--- config.mk ---
export PLATFORM = sky130hd
export DESIGN_NAME = oc_unit
export DESIGN_NICKNAME = d
export VERILOG_FILES = /design/src/rtl/oc_pkg.sv /design/src/rtl/oc_counter.sv /design/src/rtl/oc_channel.sv /design/src/rtl/oc_pinmux.sv /design/src/rtl/oc_unit.sv
export SDC_FILE = /design/constraint.sdc
export NUM_CORES = 1
export LEC_CHECK = 0
export BUFFER_PORTS_ARGS = -buffer_cell sky130_fd_sc_hd__buf_2
export CAP_MARGIN = 20
export CORE_ASPECT_RATIO = 0.75
export CORE_MARGIN = 2
export CORE_UTILIZATION = 55
export CTS_CLUSTER_SIZE = 16
export DETAILED_ROUTE_END_ITERATION = 16
export PLACE_DENSITY_LB_ADDON = 0.15
export SYNTH_ARGS = -nofsm -noshare
export SYNTH_HDL_FRONTEND = slang
export SYNTH_SLANG_ARGS = --single-unit
--- constraint.sdc ---
create_clock -name clk -period 8.6 [get_ports clk]
set_clock_uncertainty 0.05 [all_clocks]
set_input_delay 2.15 -clock clk [delete_from_list [all_inputs] [get_ports clk]]
set_output_delay 2.15 -clock clk [all_outputs]
set_load 0.03 [all_outputs]
--- src/rtl/oc_pkg.sv ---
package oc_pkg;

    localparam int unsigned OC_NCH  = 5;
    localparam int unsigned OC_REGW = 8;
    localparam int unsigned OC_LSB  = OC_REGW - OC_NCH;
    localparam int unsigned OC_AW   = 4;

    localparam logic [OC_AW-1:0] ADR_COUNT    = 4'd0;
    localparam logic [OC_AW-1:0] ADR_CMP_BASE = 4'd1;
    localparam logic [OC_AW-1:0] ADR_ACTION   = 4'd6;
    localparam logic [OC_AW-1:0] ADR_FORCE    = 4'd7;
    localparam logic [OC_AW-1:0] ADR_MASK     = 4'd8;
    localparam logic [OC_AW-1:0] ADR_DATA     = 4'd9;
    localparam logic [OC_AW-1:0] ADR_FLAGS    = 4'd10;

    typedef enum logic [1:0] {
        ACT_NONE   = 2'b00,
        ACT_TOGGLE = 2'b01,
        ACT_LOW    = 2'b10,
        ACT_HIGH   = 2'b11
    } oc_act_e;

    typedef enum logic {
        ARM_IDLE    = 1'b0,
        ARM_PENDING = 1'b1
    } oc_arm_e;

endpackage

--- src/rtl/oc_counter.sv ---
module oc_counter #(
    parameter int unsigned W = 16
) (
    input  logic         clk,
    input  logic         rst_n,
    input  logic         tick,
    output logic [W-1:0] cnt_q,
    output logic [W-1:0] cnt_next
);

    assign cnt_next = cnt_q + 1'b1;

    always_ff @(posedge clk or negedge rst_n) begin
        if (!rst_n) begin
            cnt_q <= '0;
        end else if (tick) begin
            cnt_q <= cnt_next;
        end
    end

endmodule

--- src/rtl/oc_channel.sv ---
module oc_channel
    import oc_pkg::*;
#(
    parameter int unsigned W = 16
) (
    input  logic         clk,
    input  logic         rst_n,
    input  logic         tick,
    input  logic [W-1:0] cmp_val,
    input  logic [W-1:0] cnt_next,
    input  logic         force_set,
    output logic         event_o,
    output logic         match_o
);

    oc_arm_e state_q, state_d;

    always_ff @(posedge clk or negedge rst_n) begin
        if (!rst_n) begin
            state_q <= ARM_IDLE;
        end else begin
            state_q <= state_d;
        end
    end

    always_comb begin
        state_d = state_q;
        unique case (state_q)
            ARM_IDLE: begin
                if (force_set) begin
                    state_d = ARM_PENDING;
                end
            end
            ARM_PENDING: begin
                if (tick && !force_set) begin
                    state_d = ARM_IDLE;
                end
            end
        endcase
    end

    always_comb begin
        match_o = tick && (cnt_next == cmp_val);
        event_o = match_o || (tick && (state_q == ARM_PENDING));
    end

endmodule

--- src/rtl/oc_pinmux.sv ---
module oc_pinmux
    import oc_pkg::*;
#(
    parameter int unsigned NCH = 5
) (
    input  logic                   clk,
    input  logic                   rst_n,
    input  logic [NCH-1:0]         ev,
    input  logic [2*(NCH-1)-1:0]   act,
    input  logic [NCH-1:0]         mask,
    input  logic [NCH-1:0]         data,
    output logic [NCH-1:0]         pins_q
);

    localparam int unsigned MASTER = NCH - 1;

    logic [1:0]     act_full [NCH];
    logic [NCH-1:0] pins_d;

    for (genvar j = 0; j < NCH; j++) begin : g_act
        if (j < MASTER) begin : g_own
            assign act_full[j] = act[2*j +: 2];
        end else begin : g_master
            assign act_full[j] = ACT_NONE;
        end
    end

    always_comb begin
        for (int j = 0; j < NCH; j++) begin
            pins_d[j] = pins_q[j];
            if (ev[j]) begin
                unique case (oc_act_e'(act_full[j]))
                    ACT_NONE:   pins_d[j] = pins_q[j];
                    ACT_TOGGLE: pins_d[j] = ~pins_q[j];
                    ACT_LOW:    pins_d[j] = 1'b0;
                    ACT_HIGH:   pins_d[j] = 1'b1;
                endcase
            end
            if (ev[MASTER] && mask[j]) begin
                pins_d[j] = data[j];
            end
        end
    end

    always_ff @(posedge clk or negedge rst_n) begin
        if (!rst_n) begin
            pins_q <= '0;
        end else begin
            pins_q <= pins_d;
        end
    end

endmodule

--- src/rtl/oc_unit.sv ---
module oc_unit
    import oc_pkg::*;
#(
    parameter int unsigned CNT_W  = 16,
    parameter int unsigned DATA_W = 16
) (
    input  logic              clk,
    input  logic              rst_n,
    input  logic              tick,
    input  logic              bus_we,
    input  logic [OC_AW-1:0]  bus_addr,
    input  logic [DATA_W-1:0] bus_wdata,
    output logic [DATA_W-1:0] bus_rdata,
    output logic [OC_NCH-1:0] pin_out,
    output logic [OC_NCH-1:0] irq_flags
);

    localparam int unsigned NCH  = OC_NCH;
    localparam int unsigned ACTW = 2 * (NCH - 1);

    logic [CNT_W-1:0] cnt_q, cnt_next;
    logic [CNT_W-1:0] cmp_q [NCH];
    logic [ACTW-1:0]  act_q;
    logic [NCH-1:0]   mask_q, data_q, flags_q;
    logic [NCH-1:0]   force_wr, flag_clr, ev, match;

    function automatic logic [OC_AW-1:0] cmp_addr(input int unsigned j);
        return ADR_CMP_BASE + OC_AW'(NCH - 1 - j);
    endfunction

    oc_counter #(.W(CNT_W)) u_cnt (
        .clk      (clk),
        .rst_n    (rst_n),
        .tick     (tick),
        .cnt_q    (cnt_q),
        .cnt_next (cnt_next)
    );

    assign force_wr = (bus_we && bus_addr == ADR_FORCE) ? bus_wdata[OC_LSB +: NCH] : '0;
    assign flag_clr = (bus_we && bus_addr == ADR_FLAGS) ? bus_wdata[OC_LSB +: NCH] : '0;

    for (genvar j = 0; j < NCH; j++) begin : g_ch
        oc_channel #(.W(CNT_W)) u_ch (
            .clk       (clk),
            .rst_n     (rst_n),
            .tick      (tick),
            .cmp_val   (cmp_q[j]),
            .cnt_next  (cnt_next),
            .force_set (force_wr[j]),
            .event_o   (ev[j]),
            .match_o   (match[j])
        );
    end

    always_ff @(posedge clk or negedge rst_n) begin
        if (!rst_n) begin
            for (int j = 0; j < NCH; j++) begin
                cmp_q[j] <= '0;
            end
            act_q   <= '0;
            mask_q  <= '0;
            data_q  <= '0;
            flags_q <= '0;
        end else begin
            for (int j = 0; j < NCH; j++) begin
                if (bus_we && bus_addr == cmp_addr(j)) begin
                    cmp_q[j] <= bus_wdata[CNT_W-1:0];
                end
            end
            if (bus_we && bus_addr == ADR_ACTION) begin
                act_q <= bus_wdata[ACTW-1:0];
            end
            if (bus_we && bus_addr == ADR_MASK) begin
                mask_q <= bus_wdata[OC_LSB +: NCH];
            end
            if (bus_we && bus_addr == ADR_DATA) begin
                data_q <= bus_wdata[OC_LSB +: NCH];
            end
            flags_q <= (flags_q & ~flag_clr) | match;
        end
    end

    oc_pinmux #(.NCH(NCH)) u_mux (
        .clk    (clk),
        .rst_n  (rst_n),
        .ev     (ev),
        .act    (act_q),
        .mask   (mask_q),
        .data   (data_q),
        .pins_q (pin_out)
    );

    assign irq_flags = flags_q;

    always_comb begin
        bus_rdata = '0;
        unique case (bus_addr)
            ADR_COUNT:  bus_rdata = DATA_W'(cnt_q);
            ADR_ACTION: bus_rdata = DATA_W'(act_q);
            ADR_FORCE:  bus_rdata = '0;
            ADR_MASK:   bus_rdata = DATA_W'({mask_q, OC_LSB'(0)});
            ADR_DATA:   bus_rdata = DATA_W'({data_q, OC_LSB'(0)});
            ADR_FLAGS:  bus_rdata = DATA_W'({flags_q, OC_LSB'(0)});
            default: begin
                for (int j = 0; j < NCH; j++) begin
                    if (bus_addr == cmp_addr(j)) begin
                        bus_rdata = DATA_W'(cmp_q[j]);
                    end
                end
            end
        endcase
    end

endmodule

==> results of run 1 <==
[cell usage after synthesis (6+ instances only)]
| library cell | instances | share of area [%] |
|---|---|---|
| a21oi_1 | 12 | 0.78 |
| a22oi_1 | 46 | 4.5 |
| buf_2 | 6 | 0.39 |
| clkbuf_1 | 33 | 1.6 |
| dfrtp_1 | 129 | 42 |
| inv_1 | 12 | 0.58 |
| mux2_2 | 100 | 15 |
| nand2_1 | 68 | 3.3 |
| nand2b_1 | 6 | 0.49 |
| nand3_1 | 33 | 2.1 |
| nand4_1 | 17 | 1.4 |
| nor2_1 | 24 | 1.2 |
| nor2b_1 | 10 | 0.81 |
| nor3_1 | 15 | 0.97 |
| nor4_1 | 8 | 0.65 |
| o21ai_0 | 23 | 1.5 |
| or3_1 | 7 | 0.57 |
| xnor2_1 | 66 | 7.5 |
| xor2_1 | 28 | 3.2 |
[worst max-delay path, cell delays in order]
cell      delay (ns)
buf_2           0.19
nand2b_1        0.21
nor2_1          0.66
a222oi_1        0.28
nand3_1         0.14
buf_2           0.20
[sequential cells by signal, summed over array words and instances (netlist names)]
name and cells:
data_q 5, cmp_q 80, act_q 8, irq_flags 5
g_ch.u_ch.state_q 5, u_mux.pins_q 5, u_cnt.cnt_q 16, mask_q 5
[stage by stage]
stage	setup WS (ns)	hold WS [ns]
after global routing	2.52	0.486
after detailed placement	2.35	0.443
after floorplan	2.73	0.427
final	2.56	0.463
after global placement	2.45	0.426
after CTS	2.35	0.466
[power by group through the flow]
stage / logic (uW) / clock network (uW) / registers [uW]
CTS: 686 / 722 / 976
global placement: 674 / 0 / 979
finish: 694 / 718 / 987
detailed placement: 684 / 0 / 984
floorplan: 553 / 0 / 883
global route: 750 / 752 / 1000
[final cells by class]
type / count / share of cell area, %
Timing Repair Buffer: 57 / 3.82
Inverter: 12 / 0.519
Clock inverter: 12 / 1.54
Multi-Input combinational cell: 557 / 49.3
Tap cell: 175 / 2.52
Clock buffer: 19 / 5.10
Sequential cell: 129 / 37.2
[per-layer routing]
metal	track usage, %	vias to the layer above	routed length, um
li1	-	2794	-
met1	50.1	3229	11200
met2	47.0	325	10100
met3	9.56	44	2410
met4	9.93	0	536
met5	0	-	0
[worst min-delay path by stage]
| stage | from | to | slack [ns] | cells past startpoint |
|---|---|---|---|---|
| final | u_mux.pins_q[4] | u_mux.pins_q[4] | 0.46 | 1 |
| after floorplan | data_q[1] | u_mux.pins_q[1] | 0.43 | 1 |
| after CTS | u_mux.pins_q[4] | u_mux.pins_q[4] | 0.47 | 1 |
| after detailed placement | u_mux.pins_q[4] | u_mux.pins_q[4] | 0.44 | 1 |
| after global routing | irq_flags[2] | irq_flags[2] | 0.49 | 2 |
| after global placement | irq_flags[1] | irq_flags[1] | 0.43 | 2 |
[kinds of logic (layout without fill, tap and decap cells)]
| family | after synthesis | count (layout) | synth area share [%] |
|---|---|---|---|
| buffers and inverters | 60 | 100 | 3.18 |
| xor gates and xnor gates | 99 | 99 | 12.1 |
| and+or+nand+nor | 220 | 220 | 15.1 |
| DFF | 129 | 129 | 41.8 |
| muxes | 105 | 105 | 15.4 |
| AOI/OAI and AO/OA | 132 | 132 | 12.3 |
| adders and majority gates | 1 | 1 | 0.162 |
==> results.ini, run 1 <==
[run_status]
outcome=completed

[grt]
antenna_found_initial=0
grt_pass1_wl_um=37600
first_global_vias=6316
overflow=0
grt_max_degree=83
grt_use_total_pct=33.4

[die]
die_area_um2=15000
fp.dieH_um=107
core_um2=13700
rows=37
num_io_pins=50
initial_utilization_pct=56.4
die_w_um=141

[logic_synthesis]
synth_area_per_cell_um2=10.4
synth_edf_count=0
seq_area_frac_synth_pct=41.8
yosysUniqueCellTypes=64
syn_nets=771
ys_ff_latch=129
ys.flop_type=dfrtp_1
postSynth.asyncResetShare_pct=100
netlist_area_um2=7720
yosysWarnings=0
syn_inst=746

[detailed_routing]
drt_iter0_markers=783
detail-route-antenna-nets=0
dr.pass1.iters=5
drc=0
vias=6392
wl_per_cell_um=25.3
wl_um=24300
via_per_inst=6.65

[sta]
timing.fmax_mhz=166
maxSlewViolCount=0
fin_tns_setup_ns=0
finalSetupViolations=0
min_period_ns=6.04
rsz0062_at_grt=false
finalHoldViolCount=0
finalCritPeriodShare_pct=70.2
worst-slew-pin-transition_ns=1.05
slew_headroom_pct=28.1

[cts]
postCtsResizedCells=0
clk_latency_ns=0.42
clk_pin_slew_worst_paths_ns=0.06
cts_tree=built
cts.sinks=129
cts_max_level=4
cts_made_buffers=17
clockBufferDepth=2
cts-hold-fix-buffers=0
cts_post_setup_buffers_inserted=0
cts_root_buf=clkbuf_16

[layout]
layout_common_cells=dfrtp_1 (129), mux2_2 (100), nand2_1 (68)
final_common_cell=dfrtp_1
fin_area_um2=8680
n_antenna_cell=0
post-route-util_pct=63.3
multi_input_area_um2=4280
area_growth_pct=12.3
n_fill_cell=1114
seqCellArea_um2=3230
drive_gt1_share_pct=25.7
stdcell_count=961
final_nets=799

[worst_setup_path]
cp.required_ns=6.40
critical_path.startpoint=bus_addr[0]
cp-end-kind=output pin
path_class=in2out
r2r-start=u_cnt.cnt_q[3]
crit_fanout=16
ff2ff_path_depth=8
rr_endpoint=u_mux.pins_q[0]
r2r_slack_ns=3.70
start_kind=input port
endpoint=bus_rdata[0]
worstPathArrival_ns=3.84

[power_and_ir_drop]
clock_power_share_pct=29.9
leakagePower_uw=0.00361
p_sw_share_pct=37.1
pwr-share-comb_pct=28.9
peakVddDrop_mv=0.186
power_switching_uw=890
p_per_area_nw_per_um2=277
power_frac_seq_pct=41.1
power.total_uw=2400
power.internal_uw=1510

[placement]
dpl.hpwl_um=17300
post_dp_cell_area_um2=8060
dp.cells=928
io_buffers=49
place.gp.congestion=0.994

[flow_run]
maxCapViolCount=0

[worst_hold_path]
hold_path.class=reg2reg

Power figures use the tool's default switching activity.
==> run 2, diff against run 1 <==
ABC_AREA = 1   (was default)
clock period = 6.2 ns   (was 8.6 ns; I/O delays follow)
==> results.ini, run 2 <==
[sta]
slew_headroom_pct=28.0
timing.fmax_mhz=203
worst-slew-pin-transition_ns=1.08
finalCritPeriodShare_pct=79.4
rsz0062_at_grt=false
min_period_ns=4.92
fin_tns_setup_ns=0
finalSetupViolations=0
maxSlewViolCount=0
finalHoldViolCount=0

[cts]
cts-hold-fix-buffers=0
postCtsResizedCells=0
cts_made_buffers=17
cts_root_buf=clkbuf_16
clk_latency_ns=0.43
clockBufferDepth=2
cts_tree=built
cts_max_level=4
cts.sinks=129
cts_post_setup_buffers_inserted=0
clk_pin_slew_worst_paths_ns=0.06

[grt]
first_global_vias=6825
grt_max_degree=78
antenna_found_initial=0
grt_use_total_pct=34.2
overflow=0
grt_pass1_wl_um=37900

[detailed_routing]
via_per_inst=5.81
wl_per_cell_um=18.7
wl_um=24300
drc=0
vias=7548
detail-route-antenna-nets=0
dr.pass1.iters=5
drt_iter0_markers=900

[worst_setup_path]
r2r-start=u_cnt.cnt_q[0]
max_stage_delay_ns=0.57
cp.required_ns=4.60
cp.buffers_inverters=2
crit_fanout=16
path_class=in2out
critPathMostFrequentCell=buf_2
start_kind=input port
cp-end-kind=output pin
crit_family=compound AO/OA/AOI/OAI gates
critical_path.startpoint=bus_addr[2]
worstPathArrival_ns=3.32
critPathSlowestCell=nand2_1
path_cells=buf_2 > nor2_1 > nand2_1 > o22ai_1 > a221oi_1 > a21boi_0 > o2111ai_1 > buf_2

[layout]
n_fill_cell=1227
layout_common_cells=nand2_1 (353), dfrtp_1 (129), inv_1 (128)
largest_reg_flops=80
post-route-util_pct=65.0
top_register=cmp_q
final_common_cell=nand2_1
area_growth_pct=13.9
drive_gt1_share_pct=9.92
top_regs=cmp_q x80, u_cnt.cnt_q x16, act_q x8
n_antenna_cell=0
final_nets=1141

[logic_synthesis]
synth_area_leader_cell=dfrtp_1
syn_inst=1063
synth_common_cells=nand2_1 (353), dfrtp_1 (129), inv_1 (128), o21ai_0 (123), nand3_1 (97)
netlist_area_um2=7500
synth_edf_count=0
postSynth.asyncResetShare_pct=100
synth_area_per_cell_um2=7.06
synth_top_area_share_pct=43.0
ys_ff_latch=129
yosysMostFrequentCell=nand2_1
yosysWarnings=0
ys.flop_type=dfrtp_1
seq_area_frac_synth_pct=43.0
syn_nets=1088
yosys-top-cells-area=dfrtp_1 (43%), nand2_1 (18%), o21ai_0 (8.2%), nand3_1 (6.5%), inv_1 (6.4%)
yosysUniqueCellTypes=35

[die]
die_area_um2=14600
fp.dieH_um=105
num_io_pins=50
die_w_um=139
initial_utilization_pct=57.0
core_um2=13200
rows=36

[power_and_ir_drop]
leakagePower_uw=0.00429
peakVddDrop_mv=0.420
power_frac_seq_pct=38.9
power.internal_uw=1940
pwr-share-comb_pct=29.4
clock_power_share_pct=31.7
power_switching_uw=1230
p_per_area_nw_per_um2=371
p_sw_share_pct=38.7

[run_status]
outcome=completed

[worst_hold_path]
holdCritStartpoint=cmp_q[42]
hold_path.class=reg2reg

[placement]
dpl.hpwl_um=17100
io_buffers=49
place.gp.congestion=0.974

[flow_run]
maxCapViolCount=0

-- run 2: power by group through the flow --
stage	registers (uW)	clock network [uW]	logic [uW]
3_3_place_gp	1230	0	895
3_5_place_dp	1230	0	911
5_1_grt	1260	1050	1050
2_1_floorplan	1200	0	655
4_1_cts	1220	1010	918
6_report	1230	1000	932
-- run 2: final timing paths --
| check | endpoint | slack (ns) | cells past startpoint |
|---|---|---|---|
| hold reg to reg | cmp_q[42] | 0.43 | 2 |
| setup / recovery | bus_rdata[3] | 1.28 | 8 |
| min in group asynchronous | cmp_q[41] | 1.09 | 1 |
| setup reg to reg | u_mux.pins_q[1] | 2.99 | 14 |
| hold / removal | cmp_q[42] | 0.43 | 2 |
| max in group asynchronous | u_cnt.cnt_q[10] | 3.84 | 2 |
-- run 2: logic make-up (layout without fill, tap and decap cells) --
kind of cell             after synthesis  after routing  synth area share [%]
AO/OA/AOI/OAI                        189            189                  14.8
XOR/XNOR                              13             13                  1.88
adder cells (fa/ha/maj)                1              1                 0.167
buffers and inverters                156            222                  7.82
flip-flops                           129            129                  43.0
AND/OR/NAND/NOR                      575            575                  32.3
-- run 2: layout make-up --
type | count | area [um^2] | share of cell area (%)
clock buffer | 19 | 453 | 5.30
timing repair buffer | 61 | 342 | 4.00
tap | 171 | 214 | 2.50
clock inverter | 13 | 136 | 1.60
sequential | 129 | 3230 | 37.8
multi-input combinational | 778 | 3690 | 43.2
inverter | 129 | 484 | 5.67
-- run 2: layer usage --
layer	wire length, um	global-route usage [%]	up-vias
met5	0	0	-
met4	469	11.3	0
met3	2900	10.2	37
met2	10000	47.7	400
met1	10900	50.5	3519
li1	-	-	3592
-- run 2: tightest hold or removal path, delay by kind of cell, from the launching register on --
| family | cells | cell delay (ns) |
|---|---|---|
| simple gates | 1 | 0.05 |
| flops | 1 | 0.34 |
| compound gates | 1 | 0.06 |
-- run 2: stage by stage --
| stage | instances | total power (uW) | instance area (um^2) | hold WS [ns] | worst slack, ns |
|---|---|---|---|---|---|
| floorplan | 1063 | 1850 | 7500 | 0.403 | 1.75 |
| global placement | 1268 | 2130 | 7960 | 0.415 | 1.43 |
| detailed placement | 1268 | 2140 | 7960 | 0.424 | 1.36 |
| CTS | 1300 | 3150 | 8550 | 0.439 | 1.36 |
| global route | 1300 | 3360 | 8550 | 0.454 | 1.13 |
| finish | 1300 | 3170 | 8550 | 0.433 | 1.28 |
==> run 3, diff against run 2 <==
clock period = 4.3 ns   (was 6.2 ns; I/O delays follow)
==> results.ini, run 3 (synthesis gave the netlist of run 2 again) <==
[run_status]
outcome=completed

[cts]
clockBufferDepth=2
cts.sinks=129
cts_tree=built
clk_latency_ns=0.43
cts_max_level=4
postCtsResizedCells=0
cts-hold-fix-buffers=0
cts_made_buffers=17
cts_root_buf=clkbuf_16
clk_pin_slew_worst_paths_ns=0.06
cts_post_setup_buffers_inserted=0

[power_and_ir_drop]
p_per_area_nw_per_um2=541
leakagePower_uw=0.00434
peakVddDrop_mv=0.478

[grt]
overflow=0
grt_pass1_wl_um=37900
grt_max_degree=76
first_global_vias=6655
antenna_found_initial=0
grt_use_total_pct=33.9

[layout]
top_register=cmp_q
top_regs=cmp_q x80, u_cnt.cnt_q x16, act_q x8
layout_common_cells=nand2_1 (353), dfrtp_1 (129), inv_1 (128)
largest_reg_flops=80
multi_input_area_um2=3690
final_nets=1144
n_antenna_cell=0
n_fill_cell=1193
final_common_cell=nand2_1
seqCellArea_um2=3230
drive_gt1_share_pct=9.91
area_growth_pct=15.1

[sta]
finalHoldViolCount=0
finalCritPeriodShare_pct=89.2
finalSetupViolations=0
rsz0062_at_grt=false
timing.fmax_mhz=261
fin_ws_ns=0.463
fin_tns_setup_ns=0
slew_headroom_pct=25.2
hold_ws_ns=0.436
worst-slew-pin-transition_ns=1.12
maxSlewViolCount=0
min_period_ns=3.84

[worst_setup_path]
worstPathArrival_ns=2.71
max_stage_delay_ns=0.27
critical_path.startpoint=bus_addr[2]
cp-end-kind=output pin
start_kind=input port
path_cells=buf_2 > inv_1 > nor2_1 > inv_1 > nor2_1 > buf_4 > inv_1 > o22ai_1 > a21oi_1 > nand2_1 > a21oi_1 > o221ai_1 > buf_2
path_class=in2out
critPathMostFrequentCell=inv_1
crit_fanout=11
ff2ff_path_depth=14
cp.required_ns=3.17
critPathSlowestCell=inv_1
r2r-start=u_cnt.cnt_q[0]

[placement]
dp_slack_ns=0.560
io_buffers=49
place.gp.congestion=1.01
dpl.hpwl_um=17300

[detailed_routing]
dr.pass1.iters=7
vias=7537
wl_per_cell_um=18.6
wl_um=24200
drc=0
drt_iter0_markers=881
via_per_inst=5.79
detail-route-antenna-nets=0

[die]
die_area_um2=14600
rows=36
fp.dieH_um=105
initial_utilization_pct=57.0
num_io_pins=50
die_w_um=139
core_um2=13200

[worst_hold_path]
hold_depth=2
holdCritStartpoint=data_q[4]
hold_path.class=reg2reg

[flow_run]
maxCapViolCount=0

-- run 3: cell types whose count changed in the layout (fill, tap and decap cells not counted), sizes merged --
cell	change
buf	+3
clkinvlp	-3
bufinv	+2
clkbuf	+1
clkinv	-1
inv	-1
-- run 3: worst max-delay path: cells and delay by family --
| kind | cells | cell delay (ns) |
|---|---|---|
| AOI/OAI and AO/OA | 4 | 0.54 |
| buffers and inverters | 6 | 0.94 |
| and+or+nand+nor | 3 | 0.16 |
-- run 3: routing by layer --
metal	GRT usage, %	up-vias	share of wire, %
met3	8.25	44	12
met1	53.9	3456	46
met5	0	-	0
met4	9.31	0	1.8
met2	45.1	451	40
li1	-	3586	-
-- run 3: where the power goes --
group | internal, uW | switching, uW
clock network | 992 | 547
logic | 453 | 897
registers | 1470 | 312
-- run 3: path summary, 6_finish.rpt --
kind | endpoint | slack, ns
hold / removal | data_q[4] | 0.44
setup reg to reg | u_mux.pins_q[2] | 1.18
setup / recovery | bus_rdata[1] | 0.46
max in group asynchronous | act_q[6] | 2.82
min in group asynchronous | cmp_q[30] | 0.62
hold reg to reg | data_q[4] | 0.44
-- run 3: area by class of cell --
cell class | instances | area share (%)
repair buffers | 64 | 4.68
multi-input cells | 778 | 42.7
inverters | 129 | 5.61
clock buffers | 20 | 5.29
well taps | 171 | 2.48
flip-flops and latches | 129 | 37.4
clock inverters | 10 | 1.85
-- run 3: through the flow --
| step | std cells | instance area, um^2 | utilization, % | total power (uW) |
|---|---|---|---|---|
| detailed placement | 1269 | 7980 | 60.6 | 3100 |
| floorplan | 1063 | 7500 | - | 2670 |
| finish | 1301 | 8640 | 65.7 | 4670 |
| global route | 1301 | 8640 | 65.7 | 4930 |
| global placement | 1269 | 7980 | 60.6 | 3080 |
| CTS | 1299 | 8590 | 65.3 | 4630 |
